File: src/rtl/ivt_pkg.sv
`timescale 1ns/1ps
package ivt_pkg;
   // register selected by address bit 2 inside a timer page
   typedef enum logic {
      SEL_LIMIT = 1'b0,
      SEL_COUNT = 1'b1
   } ivt_sel_e;

   // byte-address bit that picks the register inside a page
   localparam int unsigned SEL_BIT = 2;
endpackage

File: src/rtl/ivt_timer.sv
`timescale 1ns/1ps
module ivt_timer #(
   parameter int unsigned CNT_W = 21
) (
   input  logic             clk,
   input  logic             rst_n,
   input  logic             tick,
   input  logic             lim_wr,
   input  logic [CNT_W-1:0] lim_wdata,
   input  logic             lim_rd,
   output logic [CNT_W-1:0] count_o,
   output logic [CNT_W-1:0] limit_o,
   output logic             flag_o
);
   logic [CNT_W-1:0] count_q;
   logic [CNT_W-1:0] limit_q;
   logic             flag_q;
   logic [CNT_W:0]   next_cnt;
   logic             running;
   logic             reach;
   logic             fire;

   assign next_cnt = {1'b0, count_q} + {{CNT_W{1'b0}}, 1'b1};
   assign running  = (limit_q != '0);
   assign reach    = (next_cnt >= {1'b0, limit_q});
   assign fire     = tick && running && reach && !lim_wr;

   always_ff @(posedge clk) begin
      if (!rst_n) begin
         count_q <= {{(CNT_W-1){1'b0}}, 1'b1};
         limit_q <= '0;
      end else if (lim_wr) begin
         limit_q <= lim_wdata;
         count_q <= {{(CNT_W-1){1'b0}}, 1'b1};
      end else if (tick && running) begin
         if (reach) count_q <= {{(CNT_W-1){1'b0}}, 1'b1};
         else       count_q <= next_cnt[CNT_W-1:0];
      end
   end

   always_ff @(posedge clk) begin
      if (!rst_n)      flag_q <= 1'b0;
      else if (fire)   flag_q <= 1'b1;
      else if (lim_rd) flag_q <= 1'b0;
   end

   assign count_o = count_q;
   assign limit_o = limit_q;
   assign flag_o  = flag_q;
endmodule

File: src/rtl/ivt_decode.sv
`timescale 1ns/1ps
module ivt_decode
   import ivt_pkg::*;
#(
   parameter int unsigned NUM_TMR    = 5,
   parameter int unsigned ADDR_W     = 16,
   parameter int unsigned PAGE_SHIFT = 12
) (
   input  logic                bus_rd,
   input  logic                bus_wr,
   input  logic [ADDR_W-1:0]   bus_addr,
   output logic [NUM_TMR-1:0]  page_hit,
   output logic [NUM_TMR-1:0]  lim_wr,
   output logic [NUM_TMR-1:0]  lim_rd,
   output ivt_sel_e            sel
);
   localparam int unsigned PAGE_W = ADDR_W - PAGE_SHIFT;

   logic [PAGE_W-1:0] page;
   assign page = bus_addr[ADDR_W-1:PAGE_SHIFT];
   assign sel  = ivt_sel_e'(bus_addr[SEL_BIT]);

   for (genvar i = 0; i < NUM_TMR; i++) begin : g_hit
      localparam logic [PAGE_W-1:0] PG = PAGE_W'(i);
      assign page_hit[i] = (page == PG);
      assign lim_wr[i]   = bus_wr && page_hit[i] && (sel == SEL_LIMIT);
      assign lim_rd[i]   = bus_rd && page_hit[i] && (sel == SEL_LIMIT);
   end
endmodule

File: src/rtl/ivt_readback.sv
`timescale 1ns/1ps
module ivt_readback
   import ivt_pkg::*;
#(
   parameter int unsigned NUM_TMR   = 5,
   parameter int unsigned DATA_W    = 32,
   parameter int unsigned FIELD_LSB = 10,
   parameter int unsigned CNT_W     = 21
) (
   input  logic                          clk,
   input  logic                          rst_n,
   input  logic                          bus_rd,
   input  ivt_sel_e                      sel,
   input  logic [NUM_TMR-1:0]            page_hit,
   input  logic [NUM_TMR-1:0][CNT_W-1:0] counts,
   input  logic [NUM_TMR-1:0][CNT_W-1:0] limits,
   input  logic [NUM_TMR-1:0]            flags,
   output logic [DATA_W-1:0]             rdata
);
   logic [NUM_TMR-1:0][DATA_W-1:0] words;
   logic [DATA_W-1:0]              merged;

   for (genvar i = 0; i < NUM_TMR; i++) begin : g_word
      logic [CNT_W-1:0] field;
      assign field    = (sel == SEL_COUNT) ? counts[i] : limits[i];
      assign words[i] = page_hit[i] ? {flags[i], field, {FIELD_LSB{1'b0}}} : '0;
   end

   always_comb begin
      merged = '0;
      for (int i = 0; i < NUM_TMR; i++) merged = merged | words[i];
   end

   always_ff @(posedge clk) begin
      if (!rst_n)      rdata <= '0;
      else if (bus_rd) rdata <= merged;
   end
endmodule

File: src/rtl/ivt_bank.sv
`timescale 1ns/1ps
module ivt_bank
   import ivt_pkg::*;
#(
   parameter int unsigned NUM_CPU    = 4,
   parameter int unsigned DATA_W     = 32,
   parameter int unsigned FIELD_LSB  = 10,
   parameter int unsigned ADDR_W     = 16,
   parameter int unsigned PAGE_SHIFT = 12
) (
   input  logic               clk,
   input  logic               rst_n,
   input  logic               tick_us,
   input  logic               bus_rd,
   input  logic               bus_wr,
   input  logic [ADDR_W-1:0]  bus_addr,
   input  logic [DATA_W-1:0]  bus_wdata,
   output logic [DATA_W-1:0]  bus_rdata,
   output logic               irq_sys,
   output logic [NUM_CPU-1:0] irq_cpu
);
   localparam int unsigned NUM_TMR = NUM_CPU + 1;
   localparam int unsigned SYS_IDX = NUM_CPU;
   localparam int unsigned CNT_W   = DATA_W - 1 - FIELD_LSB;
   localparam int unsigned PAGE_W  = ADDR_W - PAGE_SHIFT;

   if (NUM_CPU < 1) begin : g_bad_cpu
      $error("ivt_bank: NUM_CPU must be at least 1");
   end
   if (CNT_W < 2) begin : g_bad_field
      $error("ivt_bank: DATA_W leaves too few count bits above FIELD_LSB");
   end
   if (PAGE_SHIFT <= SEL_BIT || PAGE_SHIFT >= ADDR_W) begin : g_bad_page
      $error("ivt_bank: PAGE_SHIFT out of range");
   end
   if (NUM_TMR > (1 << PAGE_W)) begin : g_bad_map
      $error("ivt_bank: address space too small for all timer pages");
   end

   logic [NUM_TMR-1:0]            page_hit;
   logic [NUM_TMR-1:0]            lim_wr;
   logic [NUM_TMR-1:0]            lim_rd;
   ivt_sel_e                      sel;
   logic [NUM_TMR-1:0][CNT_W-1:0] counts;
   logic [NUM_TMR-1:0][CNT_W-1:0] limits;
   logic [NUM_TMR-1:0]            flags;

   ivt_decode #(
      .NUM_TMR    (NUM_TMR),
      .ADDR_W     (ADDR_W),
      .PAGE_SHIFT (PAGE_SHIFT)
   ) u_decode (
      .bus_rd   (bus_rd),
      .bus_wr   (bus_wr),
      .bus_addr (bus_addr),
      .page_hit (page_hit),
      .lim_wr   (lim_wr),
      .lim_rd   (lim_rd),
      .sel      (sel)
   );

   for (genvar i = 0; i < NUM_TMR; i++) begin : g_tmr
      ivt_timer #(.CNT_W(CNT_W)) u_timer (
         .clk       (clk),
         .rst_n     (rst_n),
         .tick      (tick_us),
         .lim_wr    (lim_wr[i]),
         .lim_wdata (bus_wdata[DATA_W-2:FIELD_LSB]),
         .lim_rd    (lim_rd[i]),
         .count_o   (counts[i]),
         .limit_o   (limits[i]),
         .flag_o    (flags[i])
      );
   end

   ivt_readback #(
      .NUM_TMR   (NUM_TMR),
      .DATA_W    (DATA_W),
      .FIELD_LSB (FIELD_LSB),
      .CNT_W     (CNT_W)
   ) u_readback (
      .clk      (clk),
      .rst_n    (rst_n),
      .bus_rd   (bus_rd),
      .sel      (sel),
      .page_hit (page_hit),
      .counts   (counts),
      .limits   (limits),
      .flags    (flags),
      .rdata    (bus_rdata)
   );

   assign irq_sys = flags[SYS_IDX];
   assign irq_cpu = flags[NUM_CPU-1:0];
endmodule

File: config.mk
export PLATFORM = sky130hd
export DESIGN_NAME = ivt_bank
export DESIGN_NICKNAME = d
export VERILOG_FILES = /design/src/rtl/ivt_pkg.sv /design/src/rtl/ivt_timer.sv /design/src/rtl/ivt_decode.sv /design/src/rtl/ivt_readback.sv /design/src/rtl/ivt_bank.sv
export SDC_FILE = /design/constraint.sdc
export NUM_CORES = 1
export LEC_CHECK = 0
export ABC_CLOCK_PERIOD_IN_PS = 7400
export BUFFER_PORTS_ARGS = -buffer_cell sky130_fd_sc_hd__buf_4
export CAP_MARGIN = 20
export CORE_MARGIN = 4
export CORE_UTILIZATION = 37
export DETAILED_ROUTE_END_ITERATION = 8
export GPL_TIMING_DRIVEN = 0
export PLACE_DENSITY = 0.57
export SLEW_MARGIN = 20
export SYNTH_ARGS = -nofsm -noshare
export SYNTH_HDL_FRONTEND = slang
export SYNTH_SLANG_ARGS = --single-unit
File: constraint.sdc
create_clock -name clk -period 7.4 [get_ports clk]
set_input_delay 0.37 -clock clk [delete_from_list [all_inputs] [get_ports clk]]
set_output_delay 0.37 -clock clk [all_outputs]
set_load 0.05 [all_outputs]
Yosys cells after proc, flatten, opt, wreduce, memory -nomap -nowiden
Index checks and enable logic that the tools add are counted.
W data, S select, Z words.
{"block": "op_classes", "add_sub_neg": 5, "order_cmp": 5, "eq_ne": 4, "mux": 25, "bitwise_logic": 6, "n_reduce_logical": 56}
{"cell": "$mux W21", "count": 10}
{"cell": "$mux W32", "count": 5}
{"cell": "$or A32 B32 Y32", "count": 4}
{"cell": "$add A21 B1 Y22 const B", "count": 5}
{"cell": "$ge A22 B21 Y1", "count": 5}
{"cell": "$reduce_bool A21 Y1", "count": 5}
{"cell": "$logic_and A1 B1 Y1", "count": 35}
{"cell": "$mux W1", "count": 10}
{"cell": "$reduce_bool A2 Y1", "count": 5}
{"cell": "$reduce_or A2 Y1", "count": 5}
{"cell": "$eq A4 B2 Y1 const B", "count": 2}
{"cell": "$logic_not A1 Y1", "count": 5}
{"cell": "$eq A4 B1 Y1 const B", "count": 1}
{"cell": "$eq A4 B3 Y1 const B", "count": 1}
{"cell": "$logic_not A4 Y1", "count": 1}
{"cell": "$not A1 Y1", "count": 2}
{"block": "word_totals", "reg_bits": 247, "input_bits": 53, "word_cells": 117}

Longest topological paths before layout
{"block": "logic_depth", "word_depth": 6, "mapped_depth": 18}

By module
From an unflattened synthesis, not the netlist that was laid out.
{"block": "unflattened", "hier_cells": 1926, "area_unflattened_um2": 16955.0}
{"mod": "ivt_timer (g_tmr[1].u_timer ...)", "instances": 4, "cells_each": 326, "area_per_inst_um2": 2867.8, "seq_area_each_um2": 860.8}
{"mod": "ivt_timer (g_tmr[0].u_timer)", "instances": 1, "cells_each": 325, "area_per_inst_um2": 2720.1, "seq_area_each_um2": 860.8}
{"mod": "ivt_readback", "instances": 1, "cells_each": 275, "area_per_inst_um2": 2633.8, "seq_area_each_um2": 440.4}
{"mod": "ivt_decode", "instances": 1, "cells_each": 22, "area_per_inst_um2": 130.1, "seq_area_each_um2": 0.0}

Worst setup path before layout
Ideal clock, no wire load.
{"block": "synth_timing", "kind": "flip-flop to flip-flop", "start": "register g_tmr[4].u_timer.count_q[0]", "end": "register g_tmr[4].u_timer.count_q[19]", "setup_ns": 0.070, "t_arrival_ns": 3.644, "required_ns": 7.330, "slack_ns": 3.686, "path_stages_with_launch": 19, "n_path_buf": 3, "cell_sequence": "dfxtp_1 > ha_1 > and4_1 > and3_1 > buf_2 > nand2_1 > or3_1 > or2_2 > xnor2_1 > ha_1 > nand3_1 > nor2_1 > o31a_1 > o21a_1 > a211oi_1 > buf_2 > buf_2 > nand3_1 > a21oi_1"}
{"block": "synth_between", "elab_chain_len": 3}
{"element": "start, declared", "line": "ivt_timer.sv:15", "rtl": "logic [CNT_W-1:0] count_q;"}
{"element": "start signal, assigned", "line": "ivt_timer.sv:30", "rtl": "count_q <= {{(CNT_W-1){1'b0}}, 1'b1};"}
{"element": "start signal, assigned", "line": "ivt_timer.sv:34", "rtl": "count_q <= {{(CNT_W-1){1'b0}}, 1'b1};"}
{"element": "start signal, assigned", "line": "ivt_timer.sv:36", "rtl": "if (reach) count_q <= {{(CNT_W-1){1'b0}}, 1'b1};"}
{"element": "$add A21 B1 Y22 *", "line": "ivt_timer.sv:23", "rtl": "assign next_cnt = {1'b0, count_q} + {{CNT_W{1'b0}}, 1'b1};"}
{"element": "$ge A22 B21 Y1", "line": "ivt_timer.sv:25", "rtl": "assign reach = (next_cnt >= {1'b0, limit_q});"}
{"element": "$mux W21 *", "line": "ivt_timer.sv:36"}
Every way passes the cells marked *; elsewhere a longest branch is shown, timed or not.
A chain may end at the register's enable or synchronous reset.

Worst setup path after layout
{"block": "layout_timing", "start": "register g_tmr[0].u_timer.count_q[0]", "end": "register g_tmr[0].u_timer.count_q[19]"}
{"block": "layout_between", "elab_chain_len": 3}
{"element": "start, declared", "line": "ivt_timer.sv:15"}
{"element": "start signal, assigned", "line": "ivt_timer.sv:30"}
{"element": "start signal, assigned", "line": "ivt_timer.sv:34"}
{"element": "start signal, assigned", "line": "ivt_timer.sv:36"}
{"element": "$add A21 B1 Y22 *", "line": "ivt_timer.sv:23"}
{"element": "$ge A22 B21 Y1", "line": "ivt_timer.sv:25"}
{"element": "$mux W21 *", "line": "ivt_timer.sv:36"}
Marked as above.

==> impl_metrics.sql <==
INSERT INTO impl_metrics (metric_group, metric, value, unit) VALUES
('pwr', 'seq_power_share', '39.4', '%'),
('pwr', 'comb_power_share', '11.1', '%'),
('setup_path', 'cp_data_required_time', '7890', 'ps'),
('cts', 'cts_resized', '0', ''),
('cts', 'worstSkewPairLatency', '580', 'ps'),
('synthesis', 'ys_top_cells_by_area', 'dfxtp_1 30%, ha_1 8.8%, nand2_1 8.7%, a21boi_0 5.2%, xnor2_1 3.7%', ''),
('synthesis', 'synthCells', '2052', ''),
('cts', 'cts_htree_levels', '1', ''),
('timing', 'post-route-period-util', '62.9', '%'),
('synthesis', 'ys.flop_type', 'dfxtp_1', ''),
('routing', 'routed_wire_length_per_instance', '22.0', 'µm'),
('global_routing', 'grt_overflow_total', '0', ''),
('worst_hold_path', 'holdCritStartpoint', 'bus_wdata[15]', ''),
('routing', 'drt-initial-drc-count', '1468', ''),
('worst_hold_path', 'class_of_the_tightest_hold_or_removal_check', 'input pin to flip-flop', ''),
('global_routing', 'via_count_of_the_first_global_routing_pass', '14617', ''),
('outcome', 'run_status', 'complete, no violations', ''),
('cts', 'clk_path_buf_depth', '3', ''),
('global_routing', 'grt.total_usage', '24.8', '%'),
('synthesis', 'biggest_area_consumer_among_synthesized_cells', 'dfxtp_1', ''),
('synthesis', 'number_of_storage_elements_in_the_synthesis_netlist', '237', ''),
('layout', 'layout.cells.non_filler', '2706', ''),
('synthesis', 'synth.yosys.seq_area_share', '30.2', '%'),
('routing', 'drtPass1Iterations', '6', ''),
('floorplan', 'fp.coreArea', '0.0419', 'mm²'),
('layout', 'nNetsFinal', '2307', ''),
('synthesis', 'yosys.cell_count.top_type', 'nand2_1', ''),
('synthesis', 'mappedNetlistArea', '0.0157', 'mm²'),
('timing', 'finalWorstPathRequiredPeriod', '4660', 'ps'),
('synthesis', 'synth-edff-count', '0', ''),
('job', 'cap_violations', '0', ''),
('layout', 'multi_input_comb_area', '0.00983', 'mm²'),
('setup_path', 'critical_path_peak_fanout', '10', ''),
('global_routing', 'antenna_found_initial', '0', ''),
('timing', 'timing.setup.tns', '0', 'ps'),
('synthesis', 'yosys_warnings', '0', ''),
('timing', 'number_of_endpoints_with_negative_hold_slack_in_the_final_report', '0', ''),
('cts', 'cts-buffers-inserted', '30', ''),
('place', 'finalWeightedCongestion', '1.01', ''),
('worst_hold_path', 'hold-path-endpoint', 'g_tmr[2].u_timer.limit_o[5]', ''),
('place', 'port-buffer-count', '51', ''),
('pwr', 'power_switching_share', '26.9', '%'),
('layout', 'area.sequential', '0.00474', 'mm²'),
('routing', 'route.antenna.remaining_nets', '0', ''),
('layout', 'antenna_cells_inserted', '0', ''),
('pwr', 'power_density', '186', 'mW/mm²'),
('layout', 'filler_cell_count', '4287', ''),
('cts', 'post_cts_hold_buffer_count', '0', ''),
('pwr', 'netSwitchingPower', '0.000896', 'W'),
('synthesis', 'syn_area_per_cell', '7.65', 'µm²'),
('pwr', 'clock_power_share', '49.5', '%'),
('cts', 'cts-root-buf', 'clkbuf_16', ''),
('layout', 'flow.area_growth_from_synthesis', '14.0', '%'),
('pwr', 'max-vdd-ir-drop', '165', 'µV'),
('layout', 'final_layout_size_suffix_gt1_share', '7.43', '%'),
('synthesis', 'ys_async_sr_fraction', '0', '%'),
('setup_path', 'timing.reg2reg.worst_path_depth', '14', ''),
('synthesis', 'netlist-cell-type-count', '70', ''),
('synthesis', 'post_synth_most_frequent_cells', '362 x nand2_1, 237 x dfxtp_1, 124 x inv_1, 119 x clkbuf_1, 110 x ha_1', ''),
('routing', 'post-route-drc-count', '0', ''),
('setup_path', 'cp-end-kind', 'flip-flop', ''),
('global_routing', 'grt_pass1_wl', '89900', 'µm'),
('setup_path', 'timing_worst_setup_path_type', 'flip-flop to flip-flop', ''),
('place', 'placed_cells_incl_taps', '2651', ''),
('setup_path', 'timing.critical_path.from_type', 'flip-flop', ''),
('timing', 'unrepaired_setup_endpoints_after_global_routing', 'no', ''),
('worst_hold_path', 'hold-path-cell-count', '3', ''),
('cts', 'cts_tree', 'done', ''),
('setup_path', 'r2r_end', 'g_tmr[0].u_timer.count_o[19]', ''),
('place', 'post-dp-hpwl', '46300', 'µm'),
('floorplan', 'dieHeight', '214', 'µm');
==> power by group through the flow <==
| stage | Sequential [W] | Clock, W | Combinational [W] |
|---|---|---|---|
| 6_report | 0.00131 | 0.00165 | 0.000368 |
| 3_3_place_gp | 0.00134 | 0 | 0.000359 |
| 4_1_cts | 0.00131 | 0.00167 | 0.000362 |
| 3_5_place_dp | 0.00134 | 0 | 0.000361 |
| 2_1_floorplan | 0.00136 | 0 | 0.000197 |
| 5_1_grt | 0.00131 | 0.00172 | 0.000387 |
==> registers in the layout, indices dropped and copies added, names as in the netlist <==
name                   cells
g_tmr.u_timer.count_o    105
g_tmr.u_timer.flag_o       5
g_tmr.u_timer.limit_o    105
u_readback.rdata          22
==> worst max path at each step <==
stage | startpoint | end | slack (ps) | depth (start not counted)
global placement | g_tmr[0].u_timer.count_o[0] | g_tmr[0].u_timer.count_o[19] | 2820 | 14
global route | g_tmr[0].u_timer.count_o[0] | g_tmr[0].u_timer.count_o[19] | 2400 | 14
detailed placement | g_tmr[0].u_timer.count_o[0] | g_tmr[0].u_timer.count_o[13] | 2800 | 14
CTS | g_tmr[0].u_timer.count_o[0] | g_tmr[0].u_timer.count_o[11] | 2780 | 14
finish | g_tmr[0].u_timer.count_o[0] | g_tmr[0].u_timer.count_o[19] | 2740 | 14
floorplan | g_tmr[4].u_timer.count_o[0] | g_tmr[4].u_timer.count_o[19] | 3690 | 18
==> routing by layer <==
| metal | up-vias | part of all wire, % | track usage, % |
|---|---|---|---|
| li1 | 7440 | - | - |
| met3 | 122 | 7.5 | 3.89 |
| met5 | - | 0 | 0 |
| met4 | 0 | 3.7 | 6.98 |
| met2 | 608 | 44 | 39.9 |
| met1 | 7507 | 45 | 34.5 |
==> per-stage QoR <==
step	power [W]	hold slack [ps]	worst slack, ps	utilization [%]
6_report	0.00333	132	2740	42.7
5_1_grt	0.00342	115	2400	42.7
4_1_cts	0.00334	102	2780	42.7
3_5_place_dp	0.00170	459	2800	40.0
3_3_place_gp	0.00170	452	2820	40.0
2_1_floorplan	0.00155	443	3690	-
==> cell type report <==
class / count / share of cell area, %
plain buffers: 159 / 3.80
clock buffers: 40 / 4.91
clock inverters: 15 / 1.31
inverters: 125 / 2.62
multi-input cells: 1540 / 54.9
flip-flops and latches: 237 / 26.5
well taps: 539 / 3.77
repair buffers: 51 / 2.14
==> layout by cell type (no fill, tap or decap), drive strengths merged, types with 16 or more instances in the layout <==
cell,instances
buf,89
nand2,362
inv,124
nand3,101
a22oi,27
a21boi,109
a21oi,95
ha,110
o221ai,19
and2,16
a221oi,21
nand4,55
mux2i,49
a31oi,31
o21ai,59
nor3,54
clkbuf,161
xor2,26
dfxtp,237
nor4,33
and3,29
nor2,94
xnor2,67
==> critical path, stage by stage (launching register included) <==
cell and delay [ps]:
dfxtp_1 470, ha_1 320, nand3_1 200, nor4_1 670, nand2_1 240, xnor2_1 200, ha_1 310, nand3_1 120
nor2_1 60, a2111oi_0 380, o21ai_0 150, a21oi_1 670, clkbuf_1 480, nand4_1 150, a21oi_1 170
==> cell families (layout without fill, tap and decap cells) <==
kind of cell             count (synthesis)  after routing  synth area share (%)
AO/OA/AOI/OAI                          460            460                  20.3
multiplexers                            49             49                  3.13
XOR/XNOR                                93             93                  5.19
adder cells (fa/ha/maj)                110            110                  8.77
other                                    1             10                0.0239
AND/OR/NAND/NOR                        818            818                  25.0
buffers and inverters                  284            390                  7.33
flip-flops                             237            237                  30.2
Power figures use the tool's default switching activity.
